===== src/rtl/hs_lane_seq.sv =====
module hs_lane_seq #(
  parameter int CW = 8,
  parameter logic [7:0] SYNC_BYTE = 8'hB8
) (
  input  logic        clk,
  input  logic        rst_n,
  input  logic [31:0] tim_entry,
  input  logic [31:0] tim_clk,
  input  logic [31:0] tim_burst,
  input  logic        req,
  input  logic [7:0]  tx_data,
  input  logic        tx_last,
  output logic        lp_p,
  output logic        lp_n,
  output logic        hs_en,
  output logic [7:0]  hs_byte,
  output logic        tx_ready,
  output logic [7:0]  clk_prep_cnt,
  output logic [7:0]  clk_zero_cnt,
  output logic [7:0]  clk_post_cnt,
  output logic [7:0]  clk_trail_cnt
);

  typedef enum logic [2:0] {
    S_IDLE, S_RQST, S_BRDG, S_ZERO, S_SYNC, S_PAY, S_TRAIL, S_GAP
  } st_t;

  st_t            st;
  logic [CW-1:0]  cnt;
  logic           pend;
  logic           last_bit;
  logic [31:0]    sh_entry, sh_clk, sh_burst;
  logic           done;

  function automatic logic [CW-1:0] ld(input logic [7:0] f);
    return (f == 8'd0) ? '0 : CW'(f - 8'd1);
  endfunction

  assign done = (cnt == '0);

  always_ff @(posedge clk or negedge rst_n) begin
    if (!rst_n) begin
      st       <= S_IDLE;
      cnt      <= '0;
      pend     <= 1'b0;
      last_bit <= 1'b0;
      sh_entry <= '0;
      sh_clk   <= '0;
      sh_burst <= '0;
    end else begin
      case (st)
        S_IDLE: begin
          sh_entry <= tim_entry;
          sh_clk   <= tim_clk;
          sh_burst <= tim_burst;
          if (req || pend) begin
            st   <= S_RQST;
            cnt  <= ld({4'd0, tim_entry[11:8]});
            pend <= 1'b0;
          end
        end
        S_RQST:
          if (done) begin st <= S_BRDG; cnt <= ld(sh_burst[7:0]); end
          else cnt <= cnt - 1'b1;
        S_BRDG:
          if (done) begin st <= S_ZERO; cnt <= ld(sh_burst[15:8]); end
          else cnt <= cnt - 1'b1;
        S_ZERO:
          if (done) st <= S_SYNC;
          else cnt <= cnt - 1'b1;
        S_SYNC: st <= S_PAY;
        S_PAY:
          if (tx_last) begin
            st       <= S_TRAIL;
            last_bit <= tx_data[7];
            cnt      <= ld({4'd0, sh_burst[19:16]});
          end
        S_TRAIL:
          if (done) begin st <= S_GAP; cnt <= ld(sh_entry[7:0]); end
          else cnt <= cnt - 1'b1;
        S_GAP: begin
          if (req) pend <= 1'b1;
          if (done) st <= S_IDLE;
          else cnt <= cnt - 1'b1;
        end
        default: st <= S_IDLE;
      endcase
    end
  end

  assign lp_p     = (st == S_IDLE) || (st == S_GAP);
  assign lp_n     = (st == S_IDLE) || (st == S_GAP) || (st == S_RQST);
  assign hs_en    = (st == S_ZERO) || (st == S_SYNC) || (st == S_PAY) || (st == S_TRAIL);
  assign tx_ready = (st == S_PAY);

  always_comb begin
    case (st)
      S_SYNC:  hs_byte = SYNC_BYTE;
      S_PAY:   hs_byte = tx_data;
      S_TRAIL: hs_byte = {8{~last_bit}};
      default: hs_byte = 8'h00;
    endcase
  end

  assign clk_prep_cnt  = sh_clk[31:24];
  assign clk_zero_cnt  = sh_clk[23:16];
  assign clk_post_cnt  = sh_clk[15:8];
  assign clk_trail_cnt = sh_clk[7:0];

endmodule


===== config.mk =====
export PLATFORM = sky130hd
export DESIGN_NAME = hs_lane_seq
export DESIGN_NICKNAME = d
export VERILOG_FILES = /design/src/rtl/hs_lane_seq.sv
export SDC_FILE = /design/constraint.sdc
export NUM_CORES = 1
export LEC_CHECK = 0
export BUFFER_PORTS_ARGS = -buffer_cell sky130_fd_sc_hd__buf_2
export CAP_MARGIN = 5
export CORE_MARGIN = 2
export CORE_UTILIZATION = 30
export CTS_CLUSTER_DIAMETER = 60
export DETAILED_ROUTE_END_ITERATION = 6
export PLACE_DENSITY = 0.53
export SETUP_SLACK_MARGIN = 0.02
export SYNTH_ARGS = -nofsm -noshare
export SYNTH_HDL_FRONTEND = slang
export SYNTH_SLANG_ARGS = --single-unit

===== constraint.sdc =====
create_clock -name clk -period 4.72 [get_ports clk]
set_clock_uncertainty 0.05 [all_clocks]
set_input_delay 0.236 -clock clk [delete_from_list [all_inputs] [get_ports clk]]
set_output_delay 0.236 -clock clk [all_outputs]
set_load 0.02 [all_outputs]

==> impl_metrics.json, run 1 <==
{
  "outcome": "finished clean",
  "grt_first_pass_wirelength_um": 17100,
  "end_kind": "output pin",
  "drive_gt1_frac": 0.393,
  "grt_pass1_vias": 3546,
  "dp_cells": 670,
  "ioPinCount": 152,
  "cp_cell_sequence": "clkinv_1 -> nand2_1 -> nor2_4 -> a21o_1 -> nand2b_1 -> buf_2",
  "dpl_worst_slack_ps": 1830,
  "drt-total-wl_um": 10400,
  "layout.cells.non_filler": 687,
  "vias": 3489,
  "synth_area_leaders": "dfrtp_1 45%, mux2_2 14%, a21oi_1 3.2%",
  "p_sw_w": 0.000288,
  "ys_seq_area_frac": 0.450,
  "relSlewSlack": 0.406,
  "antenna_cells": 0,
  "ys_ff_latch": 73,
  "fin_crit_ps": 3030,
  "cts.sinks": 73,
  "grt-ovfl-total": 0,
  "firstDrtPassIters": 4,
  "cts-root-buf": "clkbuf_16",
  "tns_ps": 0,
  "htree_levels": 3,
  "leakage_nw": 2.58,
  "peakVddDrop_uv": 133,
  "maxSlewViolCount": 0,
  "ctsResizeCount": 0,
  "via_per_inst": 5.08,
  "rsz0062_at_grt": "no",
  "drc": 0,
  "setup_ws_ps": 1690,
  "num_rows": 42,
  "worstMarginPinSlew_ps": 887,
  "core_um2": 13200,
  "drv_cap": 0,
  "die_y_um": 120,
  "setup.worst_path.class": "flip-flop to output pin",
  "syn_avg_cell_area_um2": 10.4,
  "antenna_found_initial": 0,
  "wire_per_inst_um": 15.2,
  "ys_types": 62,
  "port_buffers": 119,
  "cts_tree": "yes",
  "yosysMostFrequentCell": "dfrtp_1",
  "syn_to_final_growth_pct": 26.6,
  "yosys-top-cells-count": "73 x dfrtp_1, 52 x mux2_2, 27 x nand2_1, 26 x a21oi_1, 26 x o21ai_0",
  "power_frac_clock": 0.500,
  "synth_top_area_share": 0.450,
  "synth_edf_count": 0,
  "yosys_warnings": 0,
  "place_congestion": 0.909,
  "p_int_w": 0.00106,
  "worstPathArrival_ps": 2740,
  "hold_path.class": "input pin to flip-flop",
  "start_util": 0.307,
  "clk_pin_slew_ps": 60,
  "synth_ff_type": "dfrtp_1",
  "slowest_stage": "dfrtp_1",
  "path_buf_inv": 2,
  "die_w_um": 120,
  "cp.required_ps": 4430,
  "place_hpwl_um": 7760,
  "synthCells": 389,
  "critPathMaxStageDelay_ps": 800,
  "p_sw_frac": 0.214,
  "yosysTopAreaCell": "dfrtp_1",
  "cts_buffers": 9,
  "critPathMaxFanout": 27,
  "p_per_area_nw_per_um2": 262,
  "grt_max_degree": 60,
  "grt_use_total": 0.148,
  "clockBufferDepth": 2,
  "synth_nets": 505,
  "period_share": 0.642,
  "path_delay_family": "flip-flops",
  "clock_latency_ps": 340,
  "critPathLaunchType": "flip-flop",
  "ant_nets": 0,
  "fp.dieArea_um2": 14500,
  "initialDrtViolationCount": 121,
  "setup_viol": 0,
  "max_freq_ghz": 0.330,
  "syn_area_um2": 4060,
  "seqPwrFrac": 0.465,
  "nets": 622,
  "combPwrFrac": 0.035,
  "finalHoldViolations": 0,
  "synthArstFlopShare": 1.00
}
## through the flow
stage | power, W | cell area [um^2] | hold WS (ps) | util
after floorplan | 0.000640 | 4060 | -110 | -
after CTS | 0.00136 | 5140 | 54.8 | 0.388
final | 0.00135 | 5140 | 63.6 | 0.388
after detailed placement | 0.000685 | 4840 | 102 | 0.366
after global routing | 0.00140 | 5140 | 53.2 | 0.388
after global placement | 0.000684 | 4840 | 100 | 0.366
## path summary, 6_finish.rpt
check / start / end / slack (ps) / cells past startpoint
max in group asynchronous: rst_n / cnt[2] / 3260 / 3
setup / recovery: st[1] / lp_n / 1690 / 6
hold / removal: tim_entry[1] / sh_entry[1] / 60 / 3
setup reg to reg: cnt[5] / cnt[4] / 1750 / 5
min in group asynchronous: rst_n / sh_clk[22] / 280 / 2
hold reg to reg: sh_clk[4] / sh_clk[4] / 450 / 1
## flip-flops by register name (all words and copies together) (netlist names)
name / cells
cnt: 8
sh_burst: 20
sh_entry: 8
st: 3
sh_clk: 32
pend: 1
last_bit: 1
## metal layers
metal  wire, um  track usage  up-vias
met5          0            0        -
met4        217       0.0560        0
met3        570       0.0415       20
met2       5030        0.245      110
met1       4620        0.184     1688
li1           -            -     1671
## logic make-up after synthesis
family | share of synthesized area
AO/OA/AOI/OAI | 0.177
AND/OR/NAND/NOR | 0.137
flip-flops | 0.450
multiplexers | 0.147
buffers and inverters | 0.0327
XOR/XNOR | 0.0324
adder cells (fa/ha/maj) | 0.0247
## what timing repair did
action,CTS,global route
endpoints found under the setup margin,0,0
endpoints found under the hold margin,14,0
buffers inserted,0,0
hold buffers,1,0
## area by class of cell
type | instances | area, um^2
Fill cell | 1368 | 8100
Sequential cell | 73 | 1830
Clock buffer | 11 | 233
Multi-Input combinational cell | 283 | 2110
Tap cell | 176 | 220
Inverter | 17 | 63.8
Timing Repair Buffer | 122 | 633
Clock inverter | 5 | 56.3
## worst min-delay path, delay by kind of cell
kind | cells | cell delay, ps
AO/OA/AOI/OAI | 1 | 60
AND/OR/NAND/NOR | 1 | 40
buffers and inverters | 1 | 70
## layout by cell type (no fill, tap or decap), types with 4 or more instances in the layout
cell	count
a21boi_0	5
a21o_1	8
a21oi_1	26
buf_2	119
clkbuf_16	9
dfrtp_1	73
ha_1	8
inv_1	15
mux2_2	52
nand2_1	27
nand2b_1	4
nor2_1	17
nor3_1	11
nor3b_1	6
o211ai_1	4
o21ai_0	26
o22ai_1	4
or3_1	6
or4_1	6
xnor2_1	12
## power groups by stage
stage	sequential [W]	combinational [W]	clock, W
detailed placement	0.000637	0.0000481	0
global placement	0.000637	0.0000464	0
CTS	0.000626	0.0000491	0.000689
finish	0.000626	0.0000470	0.000674
global route	0.000625	0.0000540	0.000716
floorplan	0.000637	0.00000235	0
(Power assumes the default switching activity.)
==> inputs of run 2 (changes only) <==
PLACE_DENSITY = 0.55   (was 0.53)
clock period = 2.75 ns   (was 4.72 ns; I/O delays follow)
==> run 2 against run 1 <==
Effect of this change:
- the flow now finishes with violations (negative hold slack)
- largest power group unchanged
- register-to-register slack got worse by 1500 ps
- non-clock buffer count increased by 68
- sequential share of layout area decreased by 4.0 points
- power increased by 75%
- critical path depth fell by 1
- sequential power rose by 71%
- critical path type is now flip-flop to flip-flop
==> impl_metrics.json, run 2 (same netlist as run 1, synthesis figures left out) <==
{
  "r2r_start": "cnt[5]",
  "rsz0062_at_grt": "no",
  "drive_gt1_frac": 0.369,
  "violations": "negative hold slack",
  "clockBufferDepth": 2,
  "worstPathArrival_ps": 2610,
  "finalHoldViolations": 1,
  "place_hpwl_um": 8220,
  "ant_nets": 0,
  "cts_buffers": 9,
  "setup_viol": 0,
  "hold_ws_ps": -1.15,
  "clk_pin_slew_ps": 60,
  "drc": 0,
  "reg_top3": "sh_clk (32), sh_burst (20)",
  "start_util": 0.307,
  "post_cts_buffers": 0,
  "fillCellCount": 1263,
  "cts_tree": "yes",
  "die_y_um": 120,
  "die_w_um": 120,
  "antenna_cells": 0,
  "cp.required_ps": 2910,
  "relSlewSlack": 0.445,
  "drt-total-wl_um": 11400,
  "path_buf_inv": 0,
  "grt_use_met1": 0.192,
  "firstDrtPassIters": 4,
  "largest_register": "sh_clk",
  "path_delay_family": "simple AND/OR/NAND/NOR gates",
  "slowest_stage": "or4_4",
  "initialDrtViolationCount": 153,
  "p_per_area_nw_per_um2": 408,
  "hp-start": "tim_burst[3]",
  "outcome": "finished with violations",
  "layout.cells.non_filler": 753,
  "critPathMaxFanout": 9,
  "nets": 690,
  "maxSlewViolCount": 0,
  "antenna_found_initial": 0,
  "grt_use_total": 0.163,
  "syn_to_final_growth_pct": 42.5,
  "mostFrequentLayoutCells": "119 x buf_2, 73 x dfrtp_1, 57 x dlygate4sd3_1",
  "wire_per_inst_um": 15.1,
  "peakVddDrop_uv": 284,
  "fin_crit_ps": 2450,
  "fp.dieArea_um2": 14500,
  "final_common_cell": "buf_2",
  "grt_use_met3": 0.0354,
  "setup.worst_path.class": "flip-flop to flip-flop",
  "grt_max_degree": 45,
  "largest_register_ffs": 32,
  "grt-ovfl-total": 0,
  "grt_use_met2": 0.292,
  "period_share": 0.891,
  "critPathLaunch": "cnt[5]",
  "grt_pass1_vias": 3960,
  "htree_levels": 3,
  "grt_first_pass_wirelength_um": 19000,
  "critPathMaxStageDelay_ps": 600,
  "dp_cells": 682,
  "power_w": 0.00236,
  "drv_cap": 0,
  "tns_ps": 0,
  "worstMarginPinSlew_ps": 832,
  "critPathLaunchType": "flip-flop",
  "cp_cell_sequence": "or4_4 -> or3_1 -> a311o_1 -> a221oi_2 -> a211oi_1",
  "cts.sinks": 73,
  "port_buffers": 119,
  "end_kind": "flip-flop",
  "clock_latency_ps": 330,
  "ioPinCount": 152,
  "max_freq_ghz": 0.408,
  "num_rows": 42,
  "hold_path.class": "input pin to flip-flop",
  "vias": 3740,
  "busiest_layer": "met2",
  "core_um2": 13200,
  "cts-root-buf": "clkbuf_16",
  "via_per_inst": 4.97,
  "place_congestion": 0.904,
  "leakage_nw": 2.88
}
==> run 2: report_power, final <==
group | internal, W | switching (W) | leakage [nW]
Sequential | 0.00107 | 0 | 0.948
Combinational | 0.0000947 | 0.0000510 | 1.79
Clock | 0.000712 | 0.000431 | 0.144
==> run 2: area by class of cell <==
cell class	instances	area, um^2	share of cell area
sequential	73	1830	0.316
timing repair buffer	190	1280	0.222
multi-input combinational	283	2110	0.364
tap	176	220	0.0381
clock inverter	4	45.0	0.00779
inverter	17	63.8	0.0110
clock buffer	10	239	0.0413
==> run 2: worst paths after layout <==
check | slack (ps) | end | depth (start not counted)
min in group asynchronous | 390 | sh_clk[21] | 2
hold reg to reg | 450 | sh_clk[23] | 1
hold / removal | -1 | sh_burst[3] | 2
setup / recovery | 300 | cnt[6] | 5
max in group asynchronous | 1580 | st[0] | 3
setup reg to reg | 300 | cnt[6] | 5
==> run 2: stage by stage <==
stage	setup WS [ps]	util	area, um^2
after floorplan	474	-	4060
after global routing	164	0.437	5790
final	299	0.437	5790
after detailed placement	325	0.372	4930
after global placement	348	0.372	4930
after CTS	312	0.437	5790
==> run 2: repair_timing <==
action                     4_1_cts  5_1_grt
hold buffers                    57        0
setup endpoints to repair        0        0
gates resized for setup          0        0
hold endpoints to repair        92        0
==> run 2: worst register-to-register path, cell delays in order (launching register included) <==
cell and delay [ps]:
dfrtp_1 440, or4_4 600, or3_1 510, a311o_1 350
a221oi_2 270, a211oi_1 110
==> run 2: layer usage <==
metal	share of wire	wire, um
met2	0.50	5730
met5	0	0
met4	0.022	246
met3	0.048	549
met1	0.43	4870
